### src/rtl/irq_pacer_pkg.sv
package irq_pacer_pkg;

   // Per-cycle decision bundle shared by the pacing logic.
   typedef struct packed {
      logic attempt;   // a post is tried this cycle
      logic success;   // the try finds an unmasked cause
      logic quiet;     // mask write hides every cause
      logic arm;       // a deferred post is armed
      logic drop;      // the armed deferred post is discarded
   } pace_ctl_t;

endpackage

### src/rtl/irq_pacer_age.sv
module irq_pacer_age #(
   parameter int AGE_W = 16
) (
   input  logic             clk,
   input  logic             rst_n,
   input  logic             tick,
   input  logic             restart,
   output logic [AGE_W-1:0] age
);
   localparam logic [AGE_W-1:0] AGE_MAX = '1;

   // Saturating count of ticks since the last successful post.
   // Reset value is saturated, so the first cause is never held back.
   always_ff @(posedge clk) begin
      if (!rst_n)             age <= AGE_MAX;
      else if (restart)       age <= '0;
      else if (tick && age != AGE_MAX) age <= age + AGE_W'(1);
   end
endmodule

### src/rtl/irq_pacer_defer.sv
module irq_pacer_defer #(
   parameter int CNT_W = 16
) (
   input  logic             clk,
   input  logic             rst_n,
   input  logic             tick,
   input  logic             arm,
   input  logic [CNT_W-1:0] arm_val,
   input  logic             drop,
   output logic             pending,
   output logic             due
);
   logic [CNT_W-1:0] remain;
   logic [CNT_W-1:0] load_val;

   // A tick in the arming cycle already counts toward the wait.
   always_comb begin
      load_val = arm_val;
      if (tick && arm_val != '0) load_val = arm_val - CNT_W'(1);
   end

   always_ff @(posedge clk) begin
      if (!rst_n) begin
         pending <= 1'b0;
         remain  <= '0;
      end else if (drop) begin
         pending <= 1'b0;
      end else if (arm) begin
         pending <= 1'b1;
         remain  <= load_val;
      end else if (pending && tick && remain != '0) begin
         remain  <= remain - CNT_W'(1);
      end
   end

   assign due = pending && (remain == '0);

   assert_countdown_R3: assert property (@(posedge clk) disable iff (!rst_n)
      (pending && tick && remain != '0 && !drop && !arm) |=> (remain == $past(remain) - CNT_W'(1)));

   assert_drop_clears_R5: assert property (@(posedge clk) disable iff (!rst_n)
      drop |=> !pending);
endmodule

### src/rtl/irq_pacer_regs.sv
module irq_pacer_regs #(
   parameter int CAUSE_W = 32
) (
   input  logic               clk,
   input  logic               rst_n,
   input  logic [CAUSE_W-1:0] cause_set,
   input  logic               mask_wr,
   input  logic [CAUSE_W-1:0] mask_wdata,
   input  logic               flag_set,
   input  logic               flag_clr,
   output logic [CAUSE_W-1:0] cause_q,
   output logic [CAUSE_W-1:0] mask_q
);
   localparam int FLAG_BIT = CAUSE_W - 1;

   // Sticky cause bits, one flop each.
   for (genvar b = 0; b < FLAG_BIT; b++) begin : g_cause
      always_ff @(posedge clk) begin
         if (!rst_n)          cause_q[b] <= 1'b0;
         else if (cause_set[b]) cause_q[b] <= 1'b1;
      end
   end

   // Asserted flag in the top bit.
   always_ff @(posedge clk) begin
      if (!rst_n)        cause_q[FLAG_BIT] <= 1'b0;
      else if (flag_set) cause_q[FLAG_BIT] <= 1'b1;
      else if (flag_clr) cause_q[FLAG_BIT] <= 1'b0;
   end

   always_ff @(posedge clk) begin
      if (!rst_n)       mask_q <= '0;
      else if (mask_wr) mask_q <= mask_wdata;
   end

   assert_flag_not_strobed_R1: assert property (@(posedge clk) disable iff (!rst_n)
      (!flag_set && !cause_q[FLAG_BIT]) |=> !cause_q[FLAG_BIT]);
endmodule

### src/rtl/irq_pacer.sv
module irq_pacer
   import irq_pacer_pkg::*;
#(
   parameter int CAUSE_W = 32,
   parameter int ITV_W   = 16,
   parameter int CNT_W   = 16
) (
   input  logic               clk,
   input  logic               rst_n,
   input  logic               tick_256ns,
   input  logic [CAUSE_W-1:0] cause_set,
   input  logic               post_now,
   input  logic               mask_wr,
   input  logic [CAUSE_W-1:0] mask_wdata,
   input  logic [ITV_W-1:0]   throttle_ival,
   output logic               irq,
   output logic               cancel_tmr,
   output logic [CAUSE_W-1:0] cause_q,
   output logic [CAUSE_W-1:0] mask_q,
   output logic [CNT_W-1:0]   post_cnt
);
   localparam int FLAG_BIT = CAUSE_W - 1;
   localparam logic [CAUSE_W-1:0] SRC_BITS = {1'b0, {(CAUSE_W-1){1'b1}}};

   if (CAUSE_W < 2) begin : g_bad_cause_w
      $error("irq_pacer: CAUSE_W must leave room for the asserted flag");
   end
   if (ITV_W < 1 || CNT_W < 1) begin : g_bad_widths
      $error("irq_pacer: ITV_W and CNT_W must be positive");
   end

   logic [ITV_W-1:0]   age;
   logic               pending, due;
   logic [CAUSE_W-1:0] new_src, cause_nx, mask_eff;
   logic               hit, live, open_now, arm_cause, arm_mask;
   logic [ITV_W-1:0]   arm_val;
   pace_ctl_t          ctl;

   always_comb begin
      new_src   = cause_set & SRC_BITS;
      hit       = |new_src;
      cause_nx  = cause_q | new_src;
      mask_eff  = mask_wr ? mask_wdata : mask_q;
      live      = |(cause_nx & mask_eff & SRC_BITS);
      open_now  = (throttle_ival == '0) || post_now || (age >= throttle_ival);

      ctl.attempt = (hit && open_now) || due;
      ctl.success = ctl.attempt && live;
      ctl.quiet   = mask_wr && !live;
      arm_cause   = hit && !open_now && !pending;
      arm_mask    = mask_wr && live && !pending && !ctl.success;
      ctl.arm     = (arm_cause || arm_mask) && !ctl.quiet;
      ctl.drop    = ctl.success || ctl.quiet || due;
      arm_val     = arm_cause ? (throttle_ival - age) : throttle_ival;
   end

   irq_pacer_age #(.AGE_W(ITV_W)) i_age (
      .clk     (clk),
      .rst_n   (rst_n),
      .tick    (tick_256ns),
      .restart (ctl.success),
      .age     (age)
   );

   irq_pacer_defer #(.CNT_W(ITV_W)) i_defer (
      .clk     (clk),
      .rst_n   (rst_n),
      .tick    (tick_256ns),
      .arm     (ctl.arm),
      .arm_val (arm_val),
      .drop    (ctl.drop),
      .pending (pending),
      .due     (due)
   );

   irq_pacer_regs #(.CAUSE_W(CAUSE_W)) i_regs (
      .clk        (clk),
      .rst_n      (rst_n),
      .cause_set  (new_src),
      .mask_wr    (mask_wr),
      .mask_wdata (mask_wdata),
      .flag_set   (ctl.success),
      .flag_clr   (ctl.quiet),
      .cause_q    (cause_q),
      .mask_q     (mask_q)
   );

   always_ff @(posedge clk) begin
      if (!rst_n) begin
         irq        <= 1'b0;
         cancel_tmr <= 1'b0;
         post_cnt   <= '0;
      end else begin
         cancel_tmr <= ctl.success;
         if (ctl.success)    irq <= 1'b1;
         else if (ctl.quiet) irq <= 1'b0;
         if (ctl.attempt)    post_cnt <= post_cnt + CNT_W'(1);
      end
   end

   assert_cancel_with_irq_R5: assert property (@(posedge clk) disable iff (!rst_n)
      cancel_tmr |-> (irq && cause_q[FLAG_BIT]));

   assert_cancel_restarts_age_R5: assert property (@(posedge clk) disable iff (!rst_n)
      cancel_tmr |-> (age == '0));

   assert_quiet_lowers_R6: assert property (@(posedge clk) disable iff (!rst_n)
      ctl.quiet |=> (!irq && !pending));

   assert_masked_silent_R4: assert property (@(posedge clk) disable iff (!rst_n)
      (ctl.attempt && !live) |=> !cancel_tmr);

   assert_count_step_R8: assert property (@(posedge clk) disable iff (!rst_n)
      ctl.attempt |=> (post_cnt == $past(post_cnt) + CNT_W'(1)));
endmodule

### config.mk
export PLATFORM = sky130hd
export DESIGN_NAME = irq_pacer
export DESIGN_NICKNAME = d
export VERILOG_FILES = /design/src/rtl/irq_pacer_pkg.sv /design/src/rtl/irq_pacer_age.sv /design/src/rtl/irq_pacer_defer.sv /design/src/rtl/irq_pacer_regs.sv /design/src/rtl/irq_pacer.sv
export SDC_FILE = /design/constraint.sdc
export NUM_CORES = 1
export LEC_CHECK = 0
export BUFFER_PORTS_ARGS = -buffer_cell sky130_fd_sc_hd__buf_4
export CORE_MARGIN = 2
export CORE_UTILIZATION = 49
export DETAILED_ROUTE_END_ITERATION = 10
export HOLD_SLACK_MARGIN = 0.12
export PLACE_DENSITY = 0.81
export SETUP_SLACK_MARGIN = 0.5
export SYNTH_ARGS = -nofsm -noshare
export SYNTH_HDL_FRONTEND = slang
export SYNTH_SLANG_ARGS = --single-unit
### constraint.sdc
create_clock -name clk -period 4.54 [get_ports clk]
set_input_delay 0.681 -clock clk [delete_from_list [all_inputs] [get_ports clk]]
set_output_delay 0.681 -clock clk [all_outputs]
set_load 0.02 [all_outputs]
# --- Word level (Yosys, flattened, before mapping) ---
# Cells that the tools add are included.
word_totals:
  register_bits: 114
  wordCells: 94
  out_inout_bits: 82
  in_bits: 85
classes:
  n_bitwise: 4
  n_lt_le_gt_ge: 1
  addsub: 5
  reduce_logical: 36
  n_eq_ne: 1
  mux: 9
ops:
  columns: ["operator", "count"]
  rows:
  - ["two-way mux 16 bit", 6]
  - ["OR reduction 31 bit", 2]
  - ["adder 16 x 1 -> 16 bit (second input constant)", 2]
  - ["zero test 16 bit", 2]
  - ["two-way mux 32 bit", 1]
  - ["nonzero test 16 bit", 2]
  - ["subtractor 16 x 1 -> 16 bit (second input constant)", 2]
  - ["AND 31 bit", 1]
  - ["OR 31 bit", 1]
  - [">= comparator 16 bit", 1]
  - ["!= test 16 bit (second input constant)", 1]
  - ["subtractor 16 bit", 1]
  - ["logical AND 1 bit", 14]
  - ["logical OR 1 bit", 6]
  - ["nonzero test 2 bit", 3]
  - ["zero test 1 bit", 5]
  - ["two-way mux 1 bit", 2]
  - ["inverter 1 bit", 2]
  - ["AND reduction 2 bit", 1]
  - ["OR reduction 2 bit", 1]

# --- Depth between registers and ports, before layout ---
depth:
  depth_word: 12
  depth_mapped: 18
  ltp_nobuf: 16

# --- Cells and area by module ---
# From an unflattened synthesis, not the netlist that was laid out.
hier_totals:
  cells_unflattened: 869
  hier_area_um2: 7442.1
by_module_without_submodules:
  columns: ["module", "seq_area_each_um2", "n_inst", "cells_each", "area_each_um2"]
  rows:
  - ["irq_pacer", 360.3, 1, 350, 2651.3]
  - ["irq_pacer_regs", 1281.2, 1, 172, 2153.3]
  - ["irq_pacer_defer", 340.3, 1, 222, 1644.1]
  - ["irq_pacer_age", 320.3, 1, 125, 993.5]

# --- Least setup slack after synthesis ---
# OpenSTA, ideal clock, no wires.
synth_timing:
  path_kind: "in2reg"
  startpoint: "input port throttle_ival[0]"
  endpoint: "register i_defer.remain[8]"
  stages: 17
  t_arrival_ns: 4.460
  path_buffers: 2
  slack_ns: -0.035
  setup_time_ns: 0.116
  required_ns: 4.424
  cell_sequence: "inv_1 -> ha_1 -> fa_1 -> nand2b_1 -> a211oi_2 -> o21ai_2 -> a211oi_2 -> buf_4 -> buf_2 -> mux2_2 -> ha_1 -> and4_4 -> a32oi_1 -> or2_2 -> nor2_2 -> or4_1 -> a31o_1"
synth_between:
  elab_chain_len: 12
  word_cells_on_any_way: 26
  classes_between: "2 x add/sub; 1 x order compare; 3 x mux; 1 x bitwise; 19 x reduce/logical"
synth_rtl:
  columns: ["item", "line_no", "source"]
  rows:
  - ["from (decl)", "irq_pacer.sv:15", "input logic [ITV_W-1:0] throttle_ival,"]
  - ["parallel branches: the longest is 12 deep, another holds >= comparator 16 bit", null, null]
  - ["to (signal assigned)", "irq_pacer_defer.sv:30", "remain <= load_val;"]
  - ["to (signal assigned)", "irq_pacer_defer.sv:32", "remain <= remain - CNT_W'(1);"]
  - ["to (decl)", "irq_pacer_defer.sv:13", "logic [CNT_W-1:0] remain;"]
# Several ways; the timed one is not identified.
# A chain may end at the register's enable or synchronous reset.

# --- Worst setup path after layout ---
layout_timing:
  startpoint: "input port throttle_ival[0]"
  endpoint: "register i_defer.remain[15]"
# The elaborated chain is that of the path after synthesis.

==> metrics <==
Die ar.=approximately 14000 um2; Ys Warns=0; fin nets=1063; H-Tree Depth=4; arrival time worst endpoint=4.18 ns; Hold Path Class=register to register; Critical Path End Type=register; Synth Cell Area=6630 um2; final worst path period share=0.853; # rows=42; Final Skew=0.00797 ns; syn_area_per_cell=a little over 8 um2; share of post-route cells with drive strength above 1=0.259; Layout area overhead=29.9%; drt via density=between 5 and 6; Netlist cell types=89; Iteration-0 DRC Markers=between 400 and 500; CTS tree=done; First-pass DRT Iterations=5; FF-to-FF Start=i_age.age[0]; IR drop worst, VDD=283 uV; Compound-Gate Fraction of Synth Area=0.190; setup violators final=0; top cells by count, synth=nor2_1, dfxtp_1, nand2_1, o21ai_0, mux2i_1; Clk Latency, worst-skew pair=between 0.4 and 0.5 ns; most frequent cell after synthesis=nor2_1; DRC=0; CP Max Fanout=10; Fillers=1165; Placer Congestion=0.950; clk sink count=114; kind of critical path=input port to register; largest family of logic cells by synthesized area=simple AND/OR/NAND/NOR gates; Final Hold Fails=0; Main synth FF type=dfxtp_1; syn_nets=approximately 900; final wirelength=about 19000 um; reg2reg path depth=14; CTS buffer count=17; pin count of the biggest net entering global routing=45; outcome=finished clean; # port buffers=between 150 and 200; max-cap viol count=0; post-synth top area share=0.344; Clk pin slew, worst setup/hold paths=about 0.060 ns; grt ovf=0; first-pass GRT wire length=30400 um; max-slew violation count=0; FF-to-FF setup slack=between 0.6 and 0.7 ns; Pleak=3.67 nW; Post-Synth Simple-Gate Area=0.242; Period minus WS final=between 3 and 4 ns; Placed Area=~8100 um2; Max Clock Freq=about 260 MHz; via count of the routed design=6503; drt wl/cell=16.6 um; DP HPWL=~15000 um; R2R Path End=i_defer.remain[15]; I/O pin total=around 170; CP Capture Point=i_defer.remain[15]; number of global-route vias before repair=6044; CTS Hold Bufs=0; Die Ht=around 120 um; antenna-violating nets left=0; Die Wd=about 120 um; synthesized instance count=802; setup_tns=0 ns; # diodes=0; Post-synth EDFFs=0; adder-cell share of the synthesized area=0.0427; measured slew at the worst slew-check pin=between 0.7 and 0.8 ns; hold_ws=between 0.4 and 0.5 ns; Initial Util=0.500; Bufs on Longest Clock Path=2; RSZ-0062 raised after global routing=no; crit path launch=throttle_ival[0]; Synth Area in XOR/XNOR=0.0634; startpoint types=input port; GRT Resource Usage Total=0.264; Seq/Total Area, Yosys=0.344; post-synthesis mux area share=0.0676; Slew HR=0.528; required time worst endpoint=roughly 4.8 ns; Synth async-reset ratio=0; synth top area cells=dfxtp_1, nor2_1, mux2i_1; initial antenna violation count=0; PwrDens=363 nW/um2; clock root buffer=clkbuf_16; post-route design area=between 8000 and 9000 um2; Synth area leader=dfxtp_1; core area=13200 um2; synthesized flop and latch total=around 110
==> sequential cells by signal (all words and copies together) (netlist names) <==
register / count
cancel_tmr: 1
i_regs.cause_q: 32
i_defer.remain: 16
i_defer.pending: 1
i_age.age: 16
post_cnt: 16
i_regs.mask_q: 32
==> worst min path at each step <==
| stage | startpoint | to | slack (ns) | depth (start not counted) |
|---|---|---|---|---|
| CTS | cause_set[9] | i_regs.cause_q[9] | 0.48 | 3 |
| finish | i_regs.cause_q[14] | i_regs.cause_q[14] | 0.48 | 2 |
| global route | cause_set[9] | i_regs.cause_q[9] | 0.49 | 3 |
| floorplan | i_defer.remain[14] | i_defer.remain[14] | 0.46 | 2 |
| global placement | i_regs.cause_q[9] | i_regs.cause_q[9] | 0.46 | 2 |
| detailed placement | i_regs.cause_q[14] | i_regs.cause_q[14] | 0.47 | 2 |
==> stage by stage <==
step           total power, mW   util  setup slack, ns  instances
4_1_cts                   3.13  0.650            0.675       1145
2_1_floorplan             1.67      -            0.394        802
3_5_place_dp              1.93  0.609            0.253       1113
3_3_place_gp              1.91  0.609            0.279       1113
5_1_grt                   3.27  0.650            0.538       1145
6_report                  3.12  0.650            0.665       1145
==> cells by family (layout without fill, tap and decap cells) <==
kind of cell	Yosys count	after routing
compound gates	176	176
xor+xnor	48	48
fa+ha+maj	22	22
buf+inv	76	243
flops	114	114
mux	44	44
simple gates	322	322
==> final cells by class <==
type                    count  area [um2]  share of cell area
clock buffers              18         439              0.0510
clock inverters            14         105              0.0122
multi-input cells         612        4100               0.476
well taps                 176         220              0.0256
repair buffers            175        1310               0.153
flip-flops and latches    114        2280               0.265
inverters                  36         148              0.0172
==> layer usage <==
| layer | track usage | routed length (um) |
|---|---|---|
| met2 | 0.449 | 9310 |
| met3 | 0.0542 | 1110 |
| met1 | 0.330 | 8140 |
| met5 | 0 | 0 |
| met4 | 0.0959 | 414 |
==> what timing repair did <==
action	CTS	global route
gates resized for setup	0	1
buffers inserted	0	0
endpoints found under the setup margin	0	1
==> worst max-delay path, cell delays in order <==
cell	delay (ns)
buf_4	0.15
inv_12	0.04
ha_4	0.15
fa_2	0.40
nand2b_4	0.17
a211oi_4	0.28
o21ai_2	0.12
a211oi_4	0.36
mux2_4	0.37
ha_4	0.18
and4_4	0.15
a32oi_4	0.21
nor2_4	0.14
a2111oi_4	0.39
nand3_1	0.12
a32o_1	0.26
==> cells in the final DEF, fill, tap and decap left out, types with 15 or more instances in the layout <==
cell type and count:
a21oi_1 36, buf_4 175, clkbuf_16 17, dfxtp_1 114, ha_1 19, inv_1 34, mux2i_1 38, nand2_1 39
nand3_1 18, nand4_1 15, nor2_1 143, nor3_1 15, nor4_1 17, o21ai_0 38, o22ai_1 16, xnor2_1 30
xor2_1 18
==> power by group <==
group / switching [mW] / total (mW) / internal, mW
clock: 0.486 / 1.20 / 0.714
sequential: 0.0470 / 1.12 / 1.07
combinational: 0.473 / 0.806 / 0.333
total: 1.01 / 3.12 / 2.12
(Power assumes the default switching activity.)
